===== src/rtl/rfsh_pkg.sv =====
package rfsh_pkg;
  localparam int ADR_CTRL  = 0;
  localparam int ADR_CMP   = 1;
  localparam int ADR_COUNT = 2;

  localparam int CSEL_LSB  = 0;
  localparam int BURST_LSB = 4;
  localparam int FLAG_BIT  = 8;

  // refreshes owed per compare match, by burst code
  function automatic logic [3:0] burst_count(input logic [2:0] code);
    case (code)
      3'd0:    burst_count = 4'd1;
      3'd1:    burst_count = 4'd2;
      3'd2:    burst_count = 4'd4;
      3'd3:    burst_count = 4'd6;
      default: burst_count = 4'd8;
    endcase
  endfunction

  // log2 of the prescale ratio for a nonzero clock-select code
  function automatic int unsigned div_log2(input logic [2:0] code);
    case (code)
      3'd1:    div_log2 = 2;
      3'd2:    div_log2 = 4;
      3'd3:    div_log2 = 6;
      3'd4:    div_log2 = 8;
      3'd5:    div_log2 = 10;
      3'd6:    div_log2 = 11;
      3'd7:    div_log2 = 12;
      default: div_log2 = 0;
    endcase
  endfunction
endpackage


===== src/rtl/rfsh_prescaler.sv =====
module rfsh_prescaler #(
  parameter int PRE_W = 12
) (
  input  logic       clk,
  input  logic       rst_n,
  input  logic       restart,
  input  logic [2:0] csel,
  output logic       tick
);
  import rfsh_pkg::*;

  logic [PRE_W-1:0] pre_q, pre_d;
  logic [PRE_W-1:0] mask;

  always_comb begin
    mask = PRE_W'((32'd1 << div_log2(csel)) - 32'd1);
    tick = (csel != 3'd0) && ((pre_q & mask) == mask);
    pre_d = restart ? '0 : pre_q + PRE_W'(1);
  end

  always_ff @(posedge clk or negedge rst_n) begin
    if (!rst_n) pre_q <= '0;
    else        pre_q <= pre_d;
  end

  // the shortest ratio is 4, so ticks never come back to back
  a_r3_tick_spacing: assert property (@(posedge clk) disable iff (!rst_n)
    tick |=> !tick);
endmodule


===== src/rtl/rfsh_tick_counter.sv =====
module rfsh_tick_counter #(
  parameter int CNT_W = 16
) (
  input  logic             clk,
  input  logic             rst_n,
  input  logic             tick,
  input  logic             clr,
  input  logic [CNT_W-1:0] cmp_val,
  output logic [CNT_W-1:0] count,
  output logic             match
);
  logic [CNT_W-1:0] cnt_q, cnt_d;

  always_comb begin
    match = tick && (cnt_q == cmp_val);
    cnt_d = cnt_q;
    if (clr)        cnt_d = '0;
    else if (match) cnt_d = '0;
    else if (tick)  cnt_d = cnt_q + CNT_W'(1);
  end

  always_ff @(posedge clk or negedge rst_n) begin
    if (!rst_n) cnt_q <= '0;
    else        cnt_q <= cnt_d;
  end

  assign count = cnt_q;

  // a non-matching tick adds exactly one
  a_r4_step: assert property (@(posedge clk) disable iff (!rst_n)
    (tick && !match && !clr) |=> (cnt_q == $past(cnt_q) + CNT_W'(1)));
  // a match restarts the count at zero
  a_r4_clear_on_match: assert property (@(posedge clk) disable iff (!rst_n)
    match |=> (cnt_q == '0));
  // without a tick or clear the count holds
  a_r1_hold: assert property (@(posedge clk) disable iff (!rst_n)
    (!tick && !clr) |=> $stable(cnt_q));
endmodule


===== src/rtl/rfsh_regs.sv =====
module rfsh_regs #(
  parameter int          ADDR_W = 2,
  parameter int          CNT_W  = 16,
  parameter logic [15:0] KEY    = 16'hA55A
) (
  input  logic              clk,
  input  logic              rst_n,
  input  logic              bus_sel,
  input  logic              bus_we,
  input  logic [ADDR_W-1:0] bus_addr,
  input  logic [31:0]       bus_wdata,
  input  logic              match,
  output logic [2:0]        csel,
  output logic [2:0]        burst,
  output logic              flag,
  output logic [CNT_W-1:0]  cmp_val,
  output logic              ctrl_wr,
  output logic              cmp_wr
);
  import rfsh_pkg::*;

  logic             key_ok;
  logic [2:0]       csel_q, csel_d;
  logic [2:0]       burst_q, burst_d;
  logic             flag_q, flag_d;
  logic [CNT_W-1:0] cmp_q, cmp_d;

  always_comb begin
    key_ok  = bus_sel && bus_we && (bus_wdata[31:16] == KEY);
    ctrl_wr = key_ok && (bus_addr == ADDR_W'(ADR_CTRL));
    cmp_wr  = key_ok && (bus_addr == ADDR_W'(ADR_CMP));

    csel_d  = csel_q;
    burst_d = burst_q;
    cmp_d   = cmp_q;
    flag_d  = flag_q;
    if (ctrl_wr) begin
      csel_d  = bus_wdata[CSEL_LSB +: 3];
      burst_d = bus_wdata[BURST_LSB +: 3];
      if (!bus_wdata[FLAG_BIT]) flag_d = 1'b0;
    end
    if (match) flag_d = 1'b1;
    if (cmp_wr) cmp_d = bus_wdata[CNT_W-1:0];
  end

  always_ff @(posedge clk or negedge rst_n) begin
    if (!rst_n) begin
      csel_q  <= '0;
      burst_q <= '0;
      flag_q  <= 1'b0;
      cmp_q   <= '0;
    end else begin
      csel_q  <= csel_d;
      burst_q <= burst_d;
      flag_q  <= flag_d;
      cmp_q   <= cmp_d;
    end
  end

  assign csel    = csel_q;
  assign burst   = burst_q;
  assign flag    = flag_q;
  assign cmp_val = cmp_q;

  // a write with a wrong key leaves the registers untouched
  a_r2_keyless_no_change: assert property (@(posedge clk) disable iff (!rst_n)
    (bus_sel && bus_we && (bus_wdata[31:16] != KEY))
      |=> ($stable(csel_q) && $stable(burst_q) && $stable(cmp_q)));
  // the flag only rises after a compare match
  a_r5_flag_rise: assert property (@(posedge clk) disable iff (!rst_n)
    $rose(flag_q) |-> $past(match));
endmodule


===== src/rtl/rfsh_owed_ctr.sv =====
module rfsh_owed_ctr #(
  parameter int OWED_W = 4
) (
  input  logic              clk,
  input  logic              rst_n,
  input  logic              match,
  input  logic [2:0]        burst,
  input  logic              ack,
  output logic [OWED_W-1:0] owed
);
  import rfsh_pkg::*;

  logic [OWED_W-1:0] owed_q, owed_d;
  logic              retire;

  always_comb begin
    retire = ack && (owed_q != '0);
    owed_d = owed_q;
    if (match)       owed_d = OWED_W'(burst_count(burst));
    else if (retire) owed_d = owed_q - OWED_W'(1);
  end

  always_ff @(posedge clk or negedge rst_n) begin
    if (!rst_n) owed_q <= '0;
    else        owed_q <= owed_d;
  end

  assign owed = owed_q;

  // a match loads the burst size for the programmed code
  a_r6_load: assert property (@(posedge clk) disable iff (!rst_n)
    match |=> (owed_q == OWED_W'(burst_count($past(burst)))));
  // an acknowledge retires exactly one owed refresh
  a_r7_retire: assert property (@(posedge clk) disable iff (!rst_n)
    (ack && !match && (owed_q != '0)) |=> (owed_q == $past(owed_q) - OWED_W'(1)));
  // an acknowledge with nothing owed does nothing
  a_r7_idle_ack: assert property (@(posedge clk) disable iff (!rst_n)
    (!match && (owed_q == '0)) |=> (owed_q == '0));
  // the owed count never exceeds the largest burst
  a_r6_bound: assert property (@(posedge clk) disable iff (!rst_n)
    owed_q <= OWED_W'(8));
endmodule


===== src/rtl/rfsh_req_timer.sv =====
module rfsh_req_timer #(
  parameter int          ADDR_W = 2,
  parameter int          CNT_W  = 16,
  parameter int          PRE_W  = 12,
  parameter int          OWED_W = 4,
  parameter logic [15:0] KEY    = 16'hA55A
) (
  input  logic              clk,
  input  logic              rst_n,
  input  logic              bus_sel,
  input  logic              bus_we,
  input  logic [ADDR_W-1:0] bus_addr,
  input  logic [31:0]       bus_wdata,
  output logic [31:0]       bus_rdata,
  input  logic              rfsh_ack,
  output logic              rfsh_req,
  output logic [OWED_W-1:0] rfsh_owed
);
  import rfsh_pkg::*;

  logic [1:0]       rst_pipe;
  logic             rst_ni;
  logic [2:0]       csel, burst;
  logic             flag, ctrl_wr, cmp_wr, tick, match;
  logic [CNT_W-1:0] cmp_val, count;
  logic [15:0]      ctrl_view;

  // reset asserts at once and leaves on the clock
  always_ff @(posedge clk or negedge rst_n) begin
    if (!rst_n) rst_pipe <= '0;
    else        rst_pipe <= {rst_pipe[0], 1'b1};
  end
  assign rst_ni = rst_pipe[1];

  rfsh_regs #(.ADDR_W(ADDR_W), .CNT_W(CNT_W), .KEY(KEY)) u_regs (
    .clk(clk), .rst_n(rst_ni), .bus_sel(bus_sel), .bus_we(bus_we),
    .bus_addr(bus_addr), .bus_wdata(bus_wdata), .match(match),
    .csel(csel), .burst(burst), .flag(flag), .cmp_val(cmp_val),
    .ctrl_wr(ctrl_wr), .cmp_wr(cmp_wr)
  );

  rfsh_prescaler #(.PRE_W(PRE_W)) u_pre (
    .clk(clk), .rst_n(rst_ni), .restart(ctrl_wr), .csel(csel), .tick(tick)
  );

  rfsh_tick_counter #(.CNT_W(CNT_W)) u_cnt (
    .clk(clk), .rst_n(rst_ni), .tick(tick), .clr(cmp_wr),
    .cmp_val(cmp_val), .count(count), .match(match)
  );

  rfsh_owed_ctr #(.OWED_W(OWED_W)) u_owed (
    .clk(clk), .rst_n(rst_ni), .match(match), .burst(burst),
    .ack(rfsh_ack), .owed(rfsh_owed)
  );

  always_comb begin
    ctrl_view = '0;
    ctrl_view[CSEL_LSB +: 3]  = csel;
    ctrl_view[BURST_LSB +: 3] = burst;
    ctrl_view[FLAG_BIT]       = flag;
    case (bus_addr)
      ADDR_W'(ADR_CTRL):  bus_rdata = {16'h0, ctrl_view};
      ADDR_W'(ADR_CMP):   bus_rdata = {16'h0, 16'(cmp_val)};
      ADDR_W'(ADR_COUNT): bus_rdata = {16'h0, 16'(count)};
      default:            bus_rdata = '0;
    endcase
  end

  assign rfsh_req = (rfsh_owed != '0);

  // the request drops only after an acknowledge
  a_r7_req_falls_on_ack: assert property (@(posedge clk) disable iff (!rst_ni)
    $fell(rfsh_req) |-> $past(rfsh_ack));
  // the upper halfword never carries data
  a_r8_upper_zero: assert property (@(posedge clk) disable iff (!rst_ni)
    bus_rdata[31:16] == 16'h0);
endmodule


===== config.mk =====
export PLATFORM = sky130hd
export DESIGN_NAME = rfsh_req_timer
export DESIGN_NICKNAME = d
export VERILOG_FILES = /design/src/rtl/rfsh_pkg.sv /design/src/rtl/rfsh_prescaler.sv /design/src/rtl/rfsh_tick_counter.sv /design/src/rtl/rfsh_regs.sv /design/src/rtl/rfsh_owed_ctr.sv /design/src/rtl/rfsh_req_timer.sv
export SDC_FILE = /design/constraint.sdc
export NUM_CORES = 1
export LEC_CHECK = 0
export CAP_MARGIN = 20
export CORE_MARGIN = 2
export CORE_UTILIZATION = 30
export CTS_CLUSTER_DIAMETER = 150
export CTS_CLUSTER_SIZE = 30
export DETAILED_ROUTE_END_ITERATION = 8
export PLACE_DENSITY = 0.52
export SYNTH_ARGS = -nofsm -noshare
export SYNTH_HDL_FRONTEND = slang
export SYNTH_HIERARCHICAL = 1
export SYNTH_SLANG_ARGS = --single-unit
export TNS_END_PERCENT = 5

===== constraint.sdc =====
create_clock -name clk -period 2.3 [get_ports clk]
set_clock_uncertainty 0.1 [all_clocks]
set_input_delay 0.575 -clock clk [delete_from_list [all_inputs] [get_ports clk]]
set_output_delay 0.575 -clock clk [all_outputs]
set_load 0.02 [all_outputs]

==> reports/qor.yml, run 1 <==
placed_design:
  place_congestion: 0.792
  hpwl_mm: 6.85
  dp.cells: 562
  io_buffer_count: 59
grt:
  use_met2: 0.264
  overflow: 0
  antenna_found_initial: 0
  met1_usage: 0.194
  grt-busiest-layer: "met2"
  grt_max_degree: 56
  grtUsageMet3: 0.0313
  first_pass_grt_wire_length_mm: 15.6
  globalRouteTotalUtil: 0.153
  first_global_vias: 3085
critical_path:
  cp.arrival_ps: 2570
  critical_path_required_ps: 2440
  critical_path.startpoint: "u_regs/csel[0]"
  crit_path_max_fanout: 7
  start_kind: "flop"
  regToRegStartpoint: "u_regs/csel[0]"
  criticalPathCategory: "flop to flop"
  endpoint_kind: "flop"
synth:
  syn_area_per_cell_um2: 10.8
  synthTopCellsByCount: "57 x sky130_fd_sc_hd__dfrtp_1, 17 x sky130_fd_sc_hd__buf_4, 17 x sky130_fd_sc_hd__nor2_1, 17 x sky130_fd_sc_hd__xor2_1, 15 x sky130_fd_sc_hd__xnor2_1"
  synth_cell_types: 60
  synthMuxAreaShare: 0.114
  yosys.area_share.adder: 0.0139
  synth_compound_area_frac: 0.0924
  edff_count_synth: 0
  yosys.cell_count.top_type: "sky130_fd_sc_hd__dfrtp_1"
  synth_simple_gate_area_frac: 0.226
  synth-seq-cells: 57
  yosysSeqAreaShare: 0.397
  async_flop_share: 1.00
  yosysWarningCount: 6
  synth_area_leaders: "sky130_fd_sc_hd__dfrtp_1 40%, sky130_fd_sc_hd__mux2_4 4.6%, sky130_fd_sc_hd__xor2_1 4.1%, sky130_fd_sc_hd__mux2_2 3.8%, sky130_fd_sc_hd__xnor2_1 3.7%"
  main_combinational_cell_family_by_area_after_synthesis: "simple AND/OR/NAND/NOR gates"
  dominantRegCellSynth: "sky130_fd_sc_hd__dfrtp_1"
  syn_inst: 331
  yosys.area.top_type: "sky130_fd_sc_hd__dfrtp_1"
  synth_top_area_share: 0.397
  parity_gate_share_of_the_synthesized_area_counting_xor_and_xnor_cells: 0.0781
  synth.cell_area_um2: 3590
die:
  total_die_area_um2: 12900
  placement_rows: 39
  ios: 76
  initial_core_util: 0.310
  die_width_um: 113
  fp.coreArea_um2: 11600
  dieHeight_um: 113
clock_network:
  later_pin_clock_latency_in_the_skew_report_ps: 320
  cts_buffer_depth: 2
  cts.sink_count: 57
  htreeDepth: 3
  cts-buffers-inserted: 9
  clock-root-buffer: "sky130_fd_sc_hd__clkbuf_16"
  clk_transition_reported_paths_ps: 50
  cts_tree: "done"
timing:
  setup_violations: 9
  maxSlewViolCount: 0
  grt_setup_unrepaired: "yes"
  finalCriticalPeriod_ps: 2430
  hold_violations: 0
  fmax_mhz: 412
  post-route-period-util: 1.05
  setup_ws_final_ps: -125
  fin_tns_setup_ps: -629
route:
  detailedRoute.firstPassIterationCount: 4
  vias_per_cell: 4.93
  detailedRoute.firstIterationViolations: 107
  ant_nets: 0
  wl_per_instance_um: 16.1
  num_vias: 2882
  detail_route.drc_violations: 0
  overall_routed_net_length_mm: 9.38
finish:
  nets: 479
  flow.area_growth_from_synthesis_pct: 39.4
  fin_cells: 584
  num_antenna_cells: 0
  drive_above_1_share: 0.324
  fillers: 1112
power_and_ir_drop:
  peakVddDrop_mv: 0.396
  p_total_mw: 2.95
  cellPowerDensity_nw_per_um2: 589
  static-leakage-power_nw: 2.30
outcome:
  status: "finished, violations left"
  failed_checks: "setup timing"
flow_run:
  maxCapViolCount: 0
min_path:
  worst_hold_path_type: "flop to async pin"
[worst paths after layout]
check,depth (start not counted),to,slack (ps)
worst max-delay path,12,u_owed/owed[1],-130
worst min-delay path,1,u_regs/cmp_val[15],170
worst max register to register,12,u_owed/owed[1],-130
worst min register to register,1,u_regs/cmp_val[15],170
max in group asynchronous,1,rst_pipe[1],1660
min in group clk,0,rst_pipe[1],250
[layout make-up]
class	count	area [um2]	share of cell area
Sequential cell	57	1430	0.285
Tap cell	143	179	0.0358
Inverter	11	41.3	0.00825
Multi-Input combinational cell	248	2090	0.417
Clock inverter	5	55.1	0.0110
Clock buffer	11	243	0.0485
Timing Repair Buffer	109	972	0.194
[flip-flops by register name, summed over array words and instances, names as in the netlist]
name            count
u_regs/cmp_val     16
u_regs/flag         1
u_cnt/count        16
u_pre/pre_q        12
u_regs/csel         3
u_owed/owed         4
rst_pipe            2
u_regs/burst        3
[through the flow]
step	setup slack (ps)	area (um2)	hold WS (ps)	util
after floorplan	-104	3670	179	-
after global placement	-690	4590	178	0.397
after detailed placement	-725	4590	179	0.397
after CTS	-141	4960	186	0.429
after global routing	-270	5000	198	0.433
final	-125	5000	168	0.433
[per-layer routing]
metal	share of wire	wire [um]
met5	0	0
met4	0.0097	91
met3	0.040	379
met2	0.49	4640
met1	0.46	4270
[cell families (layout without fill, tap and decap cells)]
kind of cell,Yosys count,count (layout)
AOI/OAI and AO/OA,44,44
and+or+nand+nor,116,116
xor gates and xnor gates,32,32
other,3,18
muxes,34,34
DFF,57,57
buffers and inverters,41,136
adders and majority gates,4,4
[placed cells by master (no fill, tap or decap), drive strengths merged, types with 2 or more instances in the layout]
| master | Yosys | routed |
|---|---|---|
| and4 | 2 | 2 |
| clkinv | 0 | 2 |
| nor4bb | 2 | 2 |
| nand4bb | 3 | 3 |
| nand3b | 3 | 3 |
| nand2 | 11 | 11 |
| nor4b | 3 | 3 |
| a22o | 9 | 9 |
| o2bb2ai | 7 | 7 |
| nor2 | 17 | 17 |
| or4 | 2 | 2 |
| xnor2 | 15 | 15 |
| ha | 4 | 4 |
| dlygate4sd2 | 0 | 2 |
| dfrtp | 57 | 57 |
| clkbuf | 2 | 12 |
| dlymetal6s2s | 0 | 2 |
| clkdlybuf4s50 | 0 | 37 |
| nor3 | 15 | 15 |
| xor2 | 17 | 17 |
| nand2b | 2 | 2 |
| buf | 28 | 66 |
| o31ai | 2 | 2 |
| nand4 | 12 | 12 |
| a31oi | 2 | 2 |
| mux2i | 11 | 11 |
| or3 | 3 | 3 |
| nor4 | 10 | 10 |
| mux2 | 23 | 23 |
| nand3 | 12 | 12 |
| nor2b | 4 | 4 |
| and4b | 4 | 4 |
| and3 | 3 | 3 |
| nor3b | 6 | 6 |
| o21ai | 9 | 9 |
| conb | 3 | 18 |
| a21oi | 6 | 6 |
| clkinvlp | 0 | 2 |
| inv | 11 | 11 |
[where the power goes]
part           switching, mW  internal [mW]  total (mW)
sequential            0.0201           1.04        1.06
clock                  0.450          0.863        1.31
combinational          0.278          0.292       0.570
total                  0.748           2.20        2.95
[repair_timing]
action,4_1_cts,5_1_grt
hold buffers,0,0
buffers inserted,5,1
endpoints found under the hold margin,0,0
endpoints found under the setup margin,43,49
resized for setup,93,15
pin swaps,6,4
[critical path, cell delays in order (launching register included)]
cell,delay (ps)
sky130_fd_sc_hd__dfrtp_1,410
sky130_fd_sc_hd__nor2_2,150
sky130_fd_sc_hd__nand2_2,80
sky130_fd_sc_hd__ha_4,170
sky130_fd_sc_hd__a211oi_2,200
sky130_fd_sc_hd__nor4b_2,70
sky130_fd_sc_hd__buf_4,150
sky130_fd_sc_hd__nand2_1,80
sky130_fd_sc_hd__nor4_2,40
sky130_fd_sc_hd__buf_4,160
sky130_fd_sc_hd__buf_4,140
sky130_fd_sc_hd__or4_4,520
sky130_fd_sc_hd__o211ai_2,70
Power figures use the tool's default switching activity.
==> run 2: changes to the inputs <==
--- a/config.mk
+++ b/config.mk
@@ -11,7 +11,8 @@
 export CTS_CLUSTER_DIAMETER = 150
 export CTS_CLUSTER_SIZE = 30
 export DETAILED_ROUTE_END_ITERATION = 8
-export PLACE_DENSITY = 0.52
+export DONT_BUFFER_PORTS = 1
+export PLACE_DENSITY = 0.44
 export SYNTH_ARGS = -nofsm -noshare
 export SYNTH_HDL_FRONTEND = slang
 export SYNTH_HIERARCHICAL = 1
==> run 2 against run 1 <==
  * Design area is 15% lower
  * The flow still finishes with violations (setup timing)
  * Register-to-register slack hardly changed
  * Sequential power is 5% higher
  * Non-clock buffer count is 77 lower
  * Clock power hardly changed
  * Count of clock-buffer cells in the layout is 2 higher
  * Utilization is 6.6 points lower
  * Critical endpoint is now u_cnt/count[10]
  * Via count is 12% lower
  * Critical path depth stayed put
  * Die area stayed put
  * Total power is 7.2% lower
==> reports/qor.yml, run 2 (synthesized netlist as in run 1, its figures left out) <==
die:
  total_die_area_um2: 12900
  fp.coreArea_um2: 11600
  dieHeight_um: 113
  placement_rows: 39
  initial_core_util: 0.310
  ios: 76
  die_width_um: 113
route:
  vias_per_cell: 5.03
  num_vias: 2549
  detailedRoute.firstPassIterationCount: 4
  detailedRoute.firstIterationViolations: 109
  wl_per_instance_um: 17.5
  detail_route.drc_violations: 0
  overall_routed_net_length_mm: 8.87
  ant_nets: 0
finish:
  multiInputGateArea_um2: 2030
  fillers: 1155
  area_used_by_sequential_logic_in_the_layout_um2: 1430
  num_antenna_cells: 0
  nets: 402
  final_util: 0.367
  final_area_um2: 4240
  flow.area_growth_from_synthesis_pct: 18.1
  layout_common_cells: "56 x sky130_fd_sc_hd__dfrtp_1, 28 x sky130_fd_sc_hd__buf_4, 18 x sky130_fd_sc_hd__conb_1"
  final_common_cell: "sky130_fd_sc_hd__dfrtp_1"
  drive_above_1_share: 0.269
critical_path:
  crit_path_max_fanout: 4
  cp.arrival_ps: 2570
  criticalPathCategory: "flop to flop"
  start_kind: "flop"
  critical_path_required_ps: 2440
  endpoint_kind: "flop"
power_and_ir_drop:
  static-leakage-power_nw: 1.90
  p_total_mw: 2.73
  peakVddDrop_mv: 0.367
  cellPowerDensity_nw_per_um2: 644
timing:
  fin_worst_hold_slack_ps: 160
  setup_ws_final_ps: -136
  worst_slew_pin_slew_ps: 554
  fmax_mhz: 411
  finalCriticalPeriod_ps: 2440
  grt_setup_unrepaired: "yes"
  setup_violations: 10
  relSlewSlack: 0.631
  maxSlewViolCount: 0
  post-route-period-util: 1.06
  hold_violations: 0
grt:
  grt_max_degree: 56
  first_pass_grt_wire_length_mm: 14.5
  globalRouteTotalUtil: 0.147
  overflow: 0
  first_global_vias: 2631
  antenna_found_initial: 0
clock_network:
  clk_transition_reported_paths_ps: 50
  htreeDepth: 3
  cts_tree: "done"
  later_pin_clock_latency_in_the_skew_report_ps: 320
  cts_buffer_depth: 2
  clock-root-buffer: "sky130_fd_sc_hd__clkbuf_16"
  cts.sink_count: 57
  cts-buffers-inserted: 9
placed_design:
  placed_cell_area_um2: 3880
  place_congestion: 0.739
  io_buffer_count: 0
  hpwl_mm: 6.50
  pre_cts_ws_ps: -142
outcome:
  status: "finished, violations left"
  failed_checks: "setup timing"
min_path:
  worst_hold_path_type: "flop to async pin"
flow_run:
  maxCapViolCount: 0
[run 2: cell types whose count changed in the layout (fill, tap and decap cells not counted), moves of 2 or more]
cell and change:
sky130_fd_sc_hd__dlymetal6s2s_1 -2, sky130_fd_sc_hd__nor3_4 -2, sky130_fd_sc_hd__clkbuf_1 +2, sky130_fd_sc_hd__nor3_2 +3, sky130_fd_sc_hd__buf_4 -14, sky130_fd_sc_hd__clkdlybuf4s50_1 -37
sky130_fd_sc_hd__buf_6 -6, sky130_fd_sc_hd__buf_2 -12, sky130_fd_sc_hd__buf_8 -2, sky130_fd_sc_hd__clkinvlp_4 -2, sky130_fd_sc_hd__dlygate4sd2_1 -2, sky130_fd_sc_hd__nor4bb_1 +2
[run 2: path summary, 6_finish.rpt]
kind	startpoint	endpoint	slack, ps	cells past startpoint
setup / recovery	u_regs/csel[0]	u_cnt/count[10]	-140	12
hold / removal	rst_pipe[1]	u_cnt/count[13]	160	1
setup reg to reg	u_regs/csel[0]	u_cnt/count[10]	-140	12
hold reg to reg	rst_pipe[1]	u_cnt/count[13]	160	1
max in group asynchronous	rst_n	rst_pipe[1]	1590	1
min in group clk	rst_pipe[0]	rst_pipe[1]	250	0
[run 2: final cells by class]
type                    count  area share
clock buffers              13      0.0590
clock inverters             3     0.00944
inverters                  11     0.00974
multi-input cells         248       0.479
flip-flops and latches     57       0.337
well taps                 143      0.0422
repair buffers             32      0.0640
[run 2: where the power goes]
group	internal, mW	switching [mW]
sequential	1.04	0.0649
clock	0.864	0.437
combinational	0.133	0.191
total	2.04	0.693
[run 2: routing by layer]
layer	vias up	share of wire	wire length, um	global-route usage
met3	6	0.057	510	0.0531
met5	-	0	0	0
li1	1246	-	-	-
met1	1230	0.48	4280	0.199
met2	67	0.45	4000	0.221
met4	0	0.0090	80	0.0439
[run 2: critical path: stages, from the launching register on]
cell                       delay (ps)
sky130_fd_sc_hd__dfrtp_1          400
sky130_fd_sc_hd__nor2_2           130
sky130_fd_sc_hd__nand2_2           80
sky130_fd_sc_hd__ha_4             170
sky130_fd_sc_hd__a31oi_4          140
sky130_fd_sc_hd__a211oi_2          60
sky130_fd_sc_hd__nor4b_2          310
sky130_fd_sc_hd__buf_4            190
sky130_fd_sc_hd__o211a_1          170
sky130_fd_sc_hd__and3_4           190
sky130_fd_sc_hd__nand3_2           80
sky130_fd_sc_hd__xor2_1           160
sky130_fd_sc_hd__nor3_1           170
[run 2: metrics by stage]
step,TNS [ps],instances
2_1_floorplan,-104,346
4_1_cts,-734,506
6_report,-732,507
5_1_grt,-4280,507
3_3_place_gp,-563,488
3_5_place_dp,-1710,488
[run 2: what timing repair did]
| item | in CTS | in global routing |
|---|---|---|
| pin swaps | 4 | 7 |
| hold buffers | 1 | 0 |
| hold endpoints to repair | 2 | 0 |
| gates resized for setup | 2 | 8 |
| setup buffers | 1 | 1 |
| endpoints found under the setup margin | 30 | 21 |
==> run 3: changes to the inputs <==
--- a/config.mk
+++ b/config.mk
@@ -5,6 +5,7 @@
 export SDC_FILE = /design/constraint.sdc
 export NUM_CORES = 1
 export LEC_CHECK = 0
+export ABC_AREA = 1
 export CAP_MARGIN = 20
 export CORE_MARGIN = 2
 export CORE_UTILIZATION = 30
==> run 3 against run 2 <==
  * The flow still finishes with violations (setup timing)
  * Via count rose by 47%
  * Routed wire length up 25%
  * First-iteration DRC count rose by 63%
  * Die area up 11%
  * Clock power increased by 17%
  * Setup slack got worse by 43 ps
  * Sequential power barely moved
  * Synthesized cell count increased by 80%
  * Utilization down 0.82 points
  * Critical path depth rose by 9
  * Critical path type unchanged
  * Largest power group unchanged
==> reports/qor.yml, run 3 <==
route:
  ant_nets: 0
  detail_route.drc_violations: 0
  num_vias: 3748
  wl_per_instance_um: 13.7
  vias_per_cell: 4.64
  detailedRoute.firstPassIterationCount: 4
  detailedRoute.firstIterationViolations: 178
  overall_routed_net_length_mm: 11.1
grt:
  use_met2: 0.250
  antenna_found_initial: 0
  grtUsageMet3: 0.0441
  globalRouteTotalUtil: 0.166
  grt_max_degree: 56
  grt-busiest-layer: "met2"
  overflow: 0
  first_pass_grt_wire_length_mm: 18.4
  first_global_vias: 3506
  met1_usage: 0.229
timing:
  fin_worst_hold_slack_ps: 154
  fmax_mhz: 403
  hold_violations: 0
  setup_violations: 19
  fin_tns_setup_ps: -1010
  maxSlewViolCount: 0
  finalCriticalPeriod_ps: 2480
  setup_ws_final_ps: -179
  grt_setup_unrepaired: "yes"
  post-route-period-util: 1.08
power_and_ir_drop:
  peakVddDrop_mv: 0.391
  cellPowerDensity_nw_per_um2: 641
  static-leakage-power_nw: 2.38
critical_path:
  critical_path.n_buffers_inverters: 2
  crit_top_cell: "sky130_fd_sc_hd__nand2_1"
  worst_case_reg_to_reg_path_depth: 21
  reg2reg_slack_ps: -180
  start_kind: "flop"
  crit_path_max_fanout: 5
  worst_path_max_delay_cell: "sky130_fd_sc_hd__dfrtp_1"
  cp.depth: 21
  crit_chain: "nor2_2, nand2_1, ha_1, nor2_1, nor2_1, nand3_1, nor2_1, nand2_1, nor2_2, nand2_1, nor2_1, nand2_1, nor2_2, nand3_2, inv_2, inv_4, nor2_4, nand2_1, o21ai_1, nand2_1, o21ai_2"
  critical_path_required_ps: 2460
  endpoint_kind: "flop"
  criticalPathCategory: "flop to flop"
  crit_family: "simple AND/OR/NAND/NOR gates"
  crit_path_max_incr_delay_ps: 380
  cp.arrival_ps: 2630
clock_network:
  cts_buffer_depth: 2
  clk_transition_reported_paths_ps: 60
  cts.sink_count: 57
  htreeDepth: 3
  cts-buffers-inserted: 9
  clock-root-buffer: "sky130_fd_sc_hd__clkbuf_16"
  later_pin_clock_latency_in_the_skew_report_ps: 330
  cts_tree: "done"
finish:
  fin_cells: 807
  nets: 669
  layout_common_cells: "213 x sky130_fd_sc_hd__nand2_1, 66 x sky130_fd_sc_hd__nor2_1, 62 x sky130_fd_sc_hd__inv_1"
  fillers: 1439
  flow.area_growth_from_synthesis_pct: 18.0
  drive_above_1_share: 0.151
  final_util: 0.358
  final_common_cell: "sky130_fd_sc_hd__nand2_1"
  num_antenna_cells: 0
die:
  dieHeight_um: 119
  total_die_area_um2: 14200
  die_width_um: 119
  placement_rows: 42
  fp.coreArea_um2: 13100
  ios: 76
  initial_core_util: 0.304
outcome:
  failed_checks: "setup timing"
  status: "finished, violations left"
placed_design:
  place_congestion: 0.844
  pre_cts_ws_ps: -175
  dp.cells: 789
  io_buffer_count: 0
  hpwl_mm: 8.66
synth:
  dominantRegCellSynth: "sky130_fd_sc_hd__dfrtp_1"
  async_flop_share: 1.00
  yosysWarningCount: 6
  synth_cell_types: 33
  syn_area_per_cell_um2: 6.71
  synth.cell_area_um2: 3990
  edff_count_synth: 0
  synth_area_leaders: "sky130_fd_sc_hd__dfrtp_1 36%, sky130_fd_sc_hd__nand2_1 20%, sky130_fd_sc_hd__nor2_1 6.6%, sky130_fd_sc_hd__inv_1 6.2%, sky130_fd_sc_hd__nand3_1 5.6%"
  yosys.cell_count.top_type: "sky130_fd_sc_hd__nand2_1"
  synth-seq-cells: 57
  synthTopCellsByCount: "216 x sky130_fd_sc_hd__nand2_1, 70 x sky130_fd_sc_hd__nor2_1, 66 x sky130_fd_sc_hd__inv_1, 57 x sky130_fd_sc_hd__dfrtp_1, 45 x sky130_fd_sc_hd__nand3_1"
  yosys.area.top_type: "sky130_fd_sc_hd__dfrtp_1"
  synth_top_area_share: 0.357
  syn_inst: 595
  yosysSeqAreaShare: 0.357
flow_run:
  maxCapViolCount: 0
min_path:
  worst_hold_path_type: "flop to async pin"
[run 3: cell count changes in the layout (fill, tap and decap cells not counted), moves of 8 or more]
cell                      change
sky130_fd_sc_hd__nand2_1    +203
sky130_fd_sc_hd__inv_1       +51
sky130_fd_sc_hd__nor2_1      +51
sky130_fd_sc_hd__nand3_1     +36
sky130_fd_sc_hd__nand4_1     +20
sky130_fd_sc_hd__mux2_2      -12
sky130_fd_sc_hd__xnor2_1     -12
sky130_fd_sc_hd__mux2_4      -11
sky130_fd_sc_hd__mux2i_1     -11
sky130_fd_sc_hd__xor2_1      -10
sky130_fd_sc_hd__a22o_1       -9
sky130_fd_sc_hd__inv_2        +9
sky130_fd_sc_hd__nor2_4       +8
sky130_fd_sc_hd__nor3_1       -8
[run 3: cell families after synthesis]
logic type      synth area share
simple gates               0.444
buf+inv                    0.120
compound gates            0.0414
flops                      0.357
fa+ha+maj                 0.0125
other cells              0.00282
xor+xnor                  0.0219
[run 3: path summary, 6_finish.rpt]
check                                     from              to
worst max-delay path            u_regs/csel[0]  u_owed/owed[1]
worst min-delay path               rst_pipe[1]  u_pre/pre_q[1]
worst max register to register  u_regs/csel[0]  u_owed/owed[1]
worst min register to register     rst_pipe[1]  u_pre/pre_q[1]
max in group asynchronous                rst_n     rst_pipe[1]
min in group clk                   rst_pipe[0]     rst_pipe[1]
[run 3: timing repair]
item                                    in CTS  in global routing
endpoints found under the setup margin      20                 21
resized for setup                            7                  9
pin swaps                                   13                  4
hold endpoints to repair                     2                  0
hold buffers                                 1                  0
setup buffers                                1                  0
[run 3: report_power, final]
group | internal, mW | switching, mW
Combinational | 0.125 | 0.237
Clock | 1.05 | 0.463
Sequential | 1.04 | 0.101
Total | 2.22 | 0.800
[run 3: per-layer routing]
| metal | vias up | share of wire |
|---|---|---|
| met5 | - | 0 |
| met4 | 0 | 0.0073 |
| met3 | 4 | 0.073 |
| met2 | 99 | 0.45 |
| met1 | 1734 | 0.47 |
| li1 | 1911 | - |
[run 3: through the flow]
| stage | cell area, um2 | power (mW) |
|---|---|---|
| 6_report | 4710 | 3.02 |
| 5_1_grt | 4710 | 3.17 |
| 4_1_cts | 4690 | 3.07 |
| 3_5_place_dp | 4320 | 1.51 |
| 3_3_place_gp | 4320 | 1.51 |
| 2_1_floorplan | 4060 | 1.47 |
[run 3: cell type report]
cell class | instances | area [um2] | area share
sequential | 57 | 1430 | 0.303
clock inverter | 6 | 108 | 0.0228
multi-input combinational | 453 | 2190 | 0.466
timing repair buffer | 30 | 240 | 0.0510
tap | 176 | 220 | 0.0468
clock buffer | 10 | 229 | 0.0486
inverter | 75 | 292 | 0.0619
